<file path="config.mk">
export PLATFORM = sky130hd
export DESIGN_NAME = prefetch_issue_arb
export DESIGN_NICKNAME = d
export VERILOG_FILES = /design/src/rtl/pia_pkg.sv /design/src/rtl/pia_acc_est.sv /design/src/rtl/pia_ctrl.sv /design/src/rtl/pia_datapath.sv /design/src/rtl/prefetch_issue_arb.sv
export SDC_FILE = /design/constraint.sdc
export NUM_CORES = 2
export LEC_CHECK = 0
export CORE_MARGIN = 8
export CORE_UTILIZATION = 57
export CTS_CLUSTER_DIAMETER = 50
export DETAILED_ROUTE_END_ITERATION = 10
export MAX_ROUTING_LAYER = met4
export PLACE_DENSITY = 0.87
export RECOVER_POWER = 100
export SETUP_SLACK_MARGIN = 0.15
export SYNTH_ARGS = -nofsm -noshare
export SYNTH_HDL_FRONTEND = slang
export SYNTH_SLANG_ARGS = --single-unit
export TNS_END_PERCENT = 50
</file>
<file path="constraint.sdc">
create_clock -name clk -period 16.9 [get_ports clk]
set_input_delay 1.69 -clock clk [delete_from_list [all_inputs] [get_ports clk]]
set_output_delay 1.69 -clock clk [all_outputs]
set_load 0.02 [all_outputs]
</file>
<file path="src/rtl/pia_pkg.sv">
package pia_pkg;

  // Strobes from control to datapath
  typedef struct packed {
    logic push;   // accept the presented prefetch into its bank queue
    logic pop;    // remove the head of the selected bank queue
  } arbStrobes_t;

  // Accuracy class latched at each interval boundary
  typedef enum logic [1:0] {
    ACC_LOW  = 2'd0,
    ACC_MID  = 2'd1,
    ACC_HIGH = 2'd2
  } accLevel_t;

endpackage

</file>
<file path="src/rtl/pia_acc_est.sv">
module pia_acc_est
  import pia_pkg::*;
#(
  parameter int INTERVAL = 100000,
  parameter int LOW_PCT  = 40,
  parameter int HIGH_PCT = 85
) (
  input  logic      clk,
  input  logic      rst_n,
  input  logic      usefulEvt,
  input  logic      issuedEvt,
  output accLevel_t level
);
  localparam int CNT_W = $clog2(INTERVAL + 1);
  localparam int TMR_W = $clog2(INTERVAL);
  localparam int MW    = CNT_W + 8;

  logic [TMR_W-1:0] tmr;
  logic [CNT_W-1:0] usefulCnt, issuedCnt;
  logic             tick;
  logic [MW-1:0]    scaledUseful, lowBound, highBound;
  accLevel_t        nextLevel;

  assign tick = (tmr == TMR_W'(INTERVAL - 1));

  // Ratio compared by cross multiplication, no divider needed
  always_comb begin
    scaledUseful = MW'(usefulCnt) * MW'(100);
    lowBound     = MW'(issuedCnt) * MW'(LOW_PCT);
    highBound    = MW'(issuedCnt) * MW'(HIGH_PCT);
    if (scaledUseful < lowBound)       nextLevel = ACC_LOW;
    else if (scaledUseful < highBound) nextLevel = ACC_MID;
    else                               nextLevel = ACC_HIGH;
  end

  always_ff @(posedge clk) begin
    if (!rst_n) begin
      tmr       <= '0;
      usefulCnt <= '0;
      issuedCnt <= '0;
      level     <= ACC_LOW;
    end else begin
      tmr       <= tick ? '0 : tmr + TMR_W'(1);
      usefulCnt <= tick ? CNT_W'(usefulEvt) : usefulCnt + CNT_W'(usefulEvt);
      issuedCnt <= tick ? CNT_W'(issuedEvt) : issuedCnt + CNT_W'(issuedEvt);
      if (tick && (issuedCnt != '0)) level <= nextLevel;
    end
  end
endmodule

</file>
<file path="src/rtl/pia_ctrl.sv">
module pia_ctrl
  import pia_pkg::*;
#(
  parameter int NUM_BANKS = 8,
  parameter int OCC_W     = 6,
  parameter int BANK_W    = 3,
  parameter int TH_LOW    = 1,
  parameter int TH_MID    = 7,
  parameter int TH_HIGH   = 27
) (
  input  accLevel_t                       level,
  input  logic [NUM_BANKS-1:0][OCC_W-1:0] occVec,
  input  logic [NUM_BANKS-1:0]            emptyVec,
  input  logic [NUM_BANKS-1:0]            fullVec,
  input  logic                            pfValid,
  input  logic [BANK_W-1:0]               pfBank,
  input  logic                            mshrFreeAvail,
  input  logic                            issueReady,
  output arbStrobes_t                     strobes,
  output logic [BANK_W-1:0]               selBank,
  output logic                            issueValid,
  output logic                            pfReady,
  output logic [OCC_W-1:0]                sendThresh
);
  logic [NUM_BANKS-1:0] eligible;
  logic                 found;
  logic [OCC_W-1:0]     bestOcc;

  always_comb begin
    unique case (level)
      ACC_HIGH: sendThresh = OCC_W'(TH_HIGH);
      ACC_MID:  sendThresh = OCC_W'(TH_MID);
      default:  sendThresh = OCC_W'(TH_LOW);
    endcase
  end

  // Eligibility gate and minimum-occupancy search; strict compare keeps lowest index on ties
  always_comb begin
    found   = 1'b0;
    selBank = '0;
    bestOcc = '1;
    for (int b = 0; b < NUM_BANKS; b++) begin
      eligible[b] = !emptyVec[b] && (occVec[b] <= sendThresh);
      if (eligible[b] && (!found || (occVec[b] < bestOcc))) begin
        found   = 1'b1;
        selBank = BANK_W'(b);
        bestOcc = occVec[b];
      end
    end
  end

  assign pfReady      = !fullVec[pfBank];
  assign issueValid   = found && mshrFreeAvail;
  assign strobes.push = pfValid && pfReady;
  assign strobes.pop  = issueValid && issueReady;
endmodule

</file>
<file path="src/rtl/pia_datapath.sv">
module pia_datapath
  import pia_pkg::*;
#(
  parameter int NUM_BANKS    = 8,
  parameter int DEPTH        = 4,
  parameter int ADDR_W       = 32,
  parameter int OCC_W        = 6,
  parameter int BANK_W       = 3,
  parameter int MSHR_ENTRIES = 32
) (
  input  logic                             clk,
  input  logic                             rst_n,
  input  arbStrobes_t                      strobes,
  input  logic [BANK_W-1:0]                pushBank,
  input  logic [ADDR_W-1:0]                pushAddr,
  input  logic [BANK_W-1:0]                popBank,
  input  logic                             allocValid,
  input  logic [BANK_W-1:0]                allocBank,
  input  logic                             freeValid,
  input  logic [BANK_W-1:0]                freeBank,
  output logic [NUM_BANKS-1:0][ADDR_W-1:0] headAddr,
  output logic [NUM_BANKS-1:0]             emptyVec,
  output logic [NUM_BANKS-1:0]             fullVec,
  output logic [NUM_BANKS-1:0][OCC_W-1:0]  occVec
);
  localparam int PTR_W = $clog2(DEPTH);
  localparam int CNT_W = $clog2(DEPTH + 1);

  for (genvar b = 0; b < NUM_BANKS; b++) begin : g_bank
    logic [ADDR_W-1:0] mem [DEPTH];
    logic [PTR_W-1:0]  rdPtr, wrPtr;
    logic [CNT_W-1:0]  cnt;
    logic              pushHere, popHere, incHere, decHere;
    logic [OCC_W-1:0]  occ;

    assign pushHere = strobes.push && (pushBank == BANK_W'(b));
    assign popHere  = strobes.pop  && (popBank  == BANK_W'(b));

    always_ff @(posedge clk) begin
      if (pushHere) mem[wrPtr] <= pushAddr;
    end

    always_ff @(posedge clk) begin
      if (!rst_n) begin
        rdPtr <= '0;
        wrPtr <= '0;
        cnt   <= '0;
      end else begin
        if (pushHere)
          wrPtr <= (wrPtr == PTR_W'(DEPTH - 1)) ? '0 : wrPtr + PTR_W'(1);
        if (popHere)
          rdPtr <= (rdPtr == PTR_W'(DEPTH - 1)) ? '0 : rdPtr + PTR_W'(1);
        cnt <= cnt + CNT_W'(pushHere) - CNT_W'(popHere);
      end
    end

    assign headAddr[b] = mem[rdPtr];
    assign emptyVec[b] = (cnt == '0);
    assign fullVec[b]  = (cnt == CNT_W'(DEPTH));

    // Outstanding-miss occupancy for this bank
    assign incHere = allocValid && (allocBank == BANK_W'(b));
    assign decHere = freeValid && (freeBank == BANK_W'(b)) && ((occ != '0) || incHere);

    always_ff @(posedge clk) begin
      if (!rst_n) begin
        occ <= '0;
      end else if (incHere && !decHere && (occ != OCC_W'(MSHR_ENTRIES))) begin
        occ <= occ + OCC_W'(1);
      end else if (decHere && !incHere) begin
        occ <= occ - OCC_W'(1);
      end
    end

    assign occVec[b] = occ;
  end
endmodule

</file>
<file path="src/rtl/prefetch_issue_arb.sv">
module prefetch_issue_arb
  import pia_pkg::*;
#(
  parameter int NUM_BANKS    = 8,
  parameter int FIFO_DEPTH   = 4,
  parameter int ADDR_W       = 32,
  parameter int MSHR_ENTRIES = 32,
  parameter int INTERVAL     = 100000,
  parameter int LOW_PCT      = 40,
  parameter int HIGH_PCT     = 85,
  parameter int TH_LOW       = 1,
  parameter int TH_MID       = 7,
  parameter int TH_HIGH      = 27
) (
  input  logic                         clk,
  input  logic                         rst_n,
  input  logic                         pfValid,
  input  logic [ADDR_W-1:0]            pfAddr,
  input  logic [$clog2(NUM_BANKS)-1:0] pfBank,
  output logic                         pfReady,
  input  logic                         allocValid,
  input  logic [$clog2(NUM_BANKS)-1:0] allocBank,
  input  logic                         freeValid,
  input  logic [$clog2(NUM_BANKS)-1:0] freeBank,
  input  logic                         mshrFreeAvail,
  input  logic                         usefulEvt,
  input  logic                         issuedEvt,
  output logic                         issueValid,
  input  logic                         issueReady,
  output logic [ADDR_W-1:0]            issueAddr,
  output logic [$clog2(NUM_BANKS)-1:0] issueBank
);
  localparam int BANK_W = $clog2(NUM_BANKS);
  localparam int OCC_W  = $clog2(MSHR_ENTRIES + 1);

  arbStrobes_t                     strobes;
  accLevel_t                       level;
  logic [NUM_BANKS-1:0][ADDR_W-1:0] headAddr;
  logic [NUM_BANKS-1:0]            emptyVec, fullVec;
  logic [NUM_BANKS-1:0][OCC_W-1:0] occVec;
  logic [BANK_W-1:0]               selBank;
  logic [OCC_W-1:0]                sendThresh;

  pia_acc_est #(
    .INTERVAL(INTERVAL), .LOW_PCT(LOW_PCT), .HIGH_PCT(HIGH_PCT)
  ) acc_i (
    .clk(clk), .rst_n(rst_n), .usefulEvt(usefulEvt), .issuedEvt(issuedEvt), .level(level)
  );

  pia_ctrl #(
    .NUM_BANKS(NUM_BANKS), .OCC_W(OCC_W), .BANK_W(BANK_W),
    .TH_LOW(TH_LOW), .TH_MID(TH_MID), .TH_HIGH(TH_HIGH)
  ) ctrl_i (
    .level(level), .occVec(occVec), .emptyVec(emptyVec), .fullVec(fullVec),
    .pfValid(pfValid), .pfBank(pfBank), .mshrFreeAvail(mshrFreeAvail),
    .issueReady(issueReady), .strobes(strobes), .selBank(selBank),
    .issueValid(issueValid), .pfReady(pfReady), .sendThresh(sendThresh)
  );

  pia_datapath #(
    .NUM_BANKS(NUM_BANKS), .DEPTH(FIFO_DEPTH), .ADDR_W(ADDR_W),
    .OCC_W(OCC_W), .BANK_W(BANK_W), .MSHR_ENTRIES(MSHR_ENTRIES)
  ) dp_i (
    .clk(clk), .rst_n(rst_n), .strobes(strobes), .pushBank(pfBank), .pushAddr(pfAddr),
    .popBank(selBank), .allocValid(allocValid), .allocBank(allocBank),
    .freeValid(freeValid), .freeBank(freeBank), .headAddr(headAddr),
    .emptyVec(emptyVec), .fullVec(fullVec), .occVec(occVec)
  );

  assign issueAddr = headAddr[selBank];
  assign issueBank = selBank;
endmodule

</file>
==> results.cfg <==
[synth]
async_flop_share_pct = 0
post_synth_instance_area_sq_mm = 0.0561
mean_post_synth_cell_area_sq_um = 15.2
synth_top_cell_by_area = sky130_fd_sc_hd__edfxtp_1
synth_cell_types = 91
synth-seq-cells = 1197
syn_inst = 3691
yosys_warnings = 0
synth_sequential_area_ratio_pct = 61.0
postSynth.topFlopCell = sky130_fd_sc_hd__edfxtp_1
synth_top_area_share_pct = 54.8
total_nets_after_synthesis = 4117
synth_enable_flop_cells = 1024
main_area_contributors_after_synthesis = sky130_fd_sc_hd__edfxtp_1 55%, sky130_fd_sc_hd__mux4_2 10%, sky130_fd_sc_hd__ha_1 7.1%

[critical_path]
timing.reg2reg.worst_path_depth = 86
critical_path.most_common_cell = sky130_fd_sc_hd__ha_1
cp_data_required_time_ns = 15.21
crit-reg2reg-launch = acc_i.level[0]
cp_data_arrival_time_ns = 14.55
worstSetupEndpointType = primary output
worstReg2RegEnd = dp_i.g_bank[4].cnt[2]
critical_path.max_fanout = 31
slowest_delay_ns = 0.45
ff2ff_setup_slack_ns = 1.85
kind_of_start_point_of_the_critical_path = register
path_class = register to primary output
critical-path-slowest-cell = sky130_fd_sc_hd__a311o_2

[power]
power.internal_mw = 7.47
p_clk_share_pct = 22.9
ir_worst_vdd_v = 0.000368
power.share.sequential_pct = 24.9
power_leakage_nw = 22.7
power_density_mw_per_mm2 = 208
swShare_pct = 43.8
netSwitchingPower_mw = 5.82
combPwrFrac_pct = 52.2

[timing]
relSlewSlack_pct = -151
post-route-min-period_ns = 16.24
finalMaxSlewViolations = 1216
worst_clock_skew_ns = 0.0763
report.final.setup_viol = 0
max_slew.worst_pin.slew_ns = 3.77
hold_viol_final = 0
timing.hold.ws_ns = 0.467
final.period_utilization_pct = 96.1
achievable-frequency_mhz = 61.6

[die]
pin_count = 87
start_util_pct = 57.2
core.rowCount = 115
chipHeight_um = 330
coreArea_sq_mm = 0.0980
die_width_um = 330
dieArea_sq_mm = 0.109

[grt]
overall_overflow_remaining_after_global_route = 0
grt_pass1_wl_um = 240000
pin_count_of_the_biggest_net_entering_global_routing = 52
grt_pass1_vias = 36000
grt_antenna_before_repair = 16
gr-usage-all-layers_pct = 31.4

[hold_path]
class_of_the_tightest_hold_or_removal_check = register to register
worst_hold_stages = 1
min_delay_worst_endpoint = acc_i.tmr[0]
hold_path_startpoint = acc_i.tmr[0]

[run_status]
run_status = finished with violations
violated_checks = capacitance limit, slew limit

[clock_tree]
tritoncts.num_buffers = 132
clkSlewWorstSetupHoldPaths_ns = 0.05
cts_tree = yes
clock_insertion_delay_worst_skew_ns = 0.79
maximum_count_of_clock_buffers_along_a_single_path = 3
clock_sink_count = 1197
post_cts_hold_buffer_count = 0
clock_tree.htree_level_count = 4
cts-root-buf = sky130_fd_sc_hd__clkbuf_16

[cells_and_area]
flow.area_growth_from_synthesis_pct = 13.9
fin_nets = 4298
finalCoreUtilization_pct = 65.2
ratio_of_cells_with_drive_above_1_in_the_final_layout_pct = 18.4

[detailed_routing]
detail_route.wirelength_um = 167000
drc = 0
drtIter0Drc = 4874
drt-wirelength-per-cell_um = 31.6
firstDrtPassIters = 6
postRouteAntennaNets = 0
vias = 35600
viasPerCell = 6.74

[placed_design]
port-buffer-count = 86
finalWeightedCongestion = 0.908
detailed_place_hpwl_um = 83500

[job]
maxCapViolCount = 36
-- final cells by class --
type,count,area [sq um]
Antenna cell,16,40.0
Clock buffer,152,3410
Clock inverter,90,1150
Fill cell,6374,34100
Inverter,297,1120
Multi-Input combinational cell,2067,20700
Sequential cell,1197,34200
Tap cell,1287,1610
Timing Repair Buffer,177,1580
-- synth_stat cells (57+ instances only) --
cell and number:
sky130_fd_sc_hd__mux4_2 256, sky130_fd_sc_hd__mux2i_1 72, sky130_fd_sc_hd__a21oi_1 122, sky130_fd_sc_hd__clkbuf_1 117
sky130_fd_sc_hd__and2_1 58, sky130_fd_sc_hd__ha_1 319, sky130_fd_sc_hd__nor2_1 245, sky130_fd_sc_hd__xnor2_1 87
sky130_fd_sc_hd__inv_1 295, sky130_fd_sc_hd__edfxtp_1 1024, sky130_fd_sc_hd__fa_1 57, sky130_fd_sc_hd__dfxtp_1 173
sky130_fd_sc_hd__o21ai_0 72, sky130_fd_sc_hd__nand2_1 121
-- power by group through the flow --
stage	sequential [mW]	combinational, mW	clock, mW
global route	3.31	7.09	3.15
CTS	3.31	6.38	3.02
global placement	3.36	5.52	0
finish	3.31	6.94	3.04
detailed placement	3.37	5.74	0
floorplan	3.35	3.43	0
-- repair_timing --
action / 4_1_cts / 5_1_grt
pin swaps: 6 / 25
gates cloned: 4 / 0
buffers inserted: 19 / 14
setup endpoints to repair: 35 / 35
resized for setup: 68 / 122
-- critical path, delay by kind of cell, from the launching register on --
kind	cells	cell delay, ns
flops	1	0.33
fa+ha+maj	9	2.17
simple gates	25	2.89
buf+inv	10	1.68
compound gates	31	5.71
mux	3	0.90
-- state kept, by name, summed over array words and instances (netlist names), named ones only --
name,cells
dp_i.g_bank.mem,1024
dp_i.g_bank.occ,48
dp_i.g_bank.cnt,24
acc_i.issuedCnt,17
acc_i.tmr,17
acc_i.usefulCnt,17
dp_i.g_bank.rdPtr,16
dp_i.g_bank.wrPtr,16
acc_i.level,2
-- per-stage QoR --
step / power (mW) / TNS (ns) / worst slack [ns] / area (sq um) / instances
after floorplan: 6.77 / 0 / 0.258 / 56100 / 3691
after global placement: 8.88 / -2.21 / -0.203 / 58600 / 4988
after detailed placement: 9.11 / -19.12 / -0.737 / 58600 / 4988
after CTS: 12.7 / 0 / 0.211 / 63500 / 5253
after global routing: 13.5 / -0.108 / -0.0598 / 63900 / 5280
final: 13.3 / 0 / 0.661 / 63900 / 5283
-- metal layers --
metal	GRT usage (%)	vias to the layer above	share of wire [%]
li1	-	14500	-
met5	-	-	0
met4	21.0	0	8.0
met1	35.2	17400	33
met2	49.3	2925	47
met3	8.61	805	12
-- cell usage in the layout, fill, tap and decap left out, drive strengths merged, types with 63 or more instances in the layout --
cell type / netlist / layout
xnor2: 88 / 88
ha: 319 / 319
clkbuf: 117 / 186
dfxtp: 173 / 173
nand2: 122 / 122
buf: 14 / 77
edfxtp: 1024 / 1024
a21oi: 124 / 124
mux2i: 72 / 72
inv: 297 / 300
clkinv: 0 / 63
mux4: 256 / 256
o21ai: 100 / 101
nor2: 245 / 245
-- worst max-delay path by stage --
| stage | from | end | slack (ns) |
|---|---|---|---|
| 6_report | acc_i.level[0] | issueAddr[29] | 0.66 |
| 5_1_grt | acc_i.level[0] | issueAddr[20] | -0.06 |
| 4_1_cts | acc_i.level[0] | issueAddr[0] | 0.21 |
| 3_5_place_dp | acc_i.level[0] | issueAddr[9] | -0.74 |
| 3_3_place_gp | acc_i.level[0] | issueAddr[4] | -0.20 |
| 2_1_floorplan | acc_i.level[0] | issueAddr[18] | 0.26 |
-- kinds of logic (layout without fill, tap and decap cells) --
logic type,Yosys count,after routing,synth area share [%]
buffers and inverters,428,716,2.91
AOI/OAI and AO/OA,523,524,6.44
xor gates and xnor gates,142,142,2.23
muxes,377,377,12.6
adders and majority gates,376,376,9.15
and+or+nand+nor,648,648,5.69
DFF,1197,1197,61.0
other,0,16,0
No activity file was read; power rests on OpenSTA's default activity.
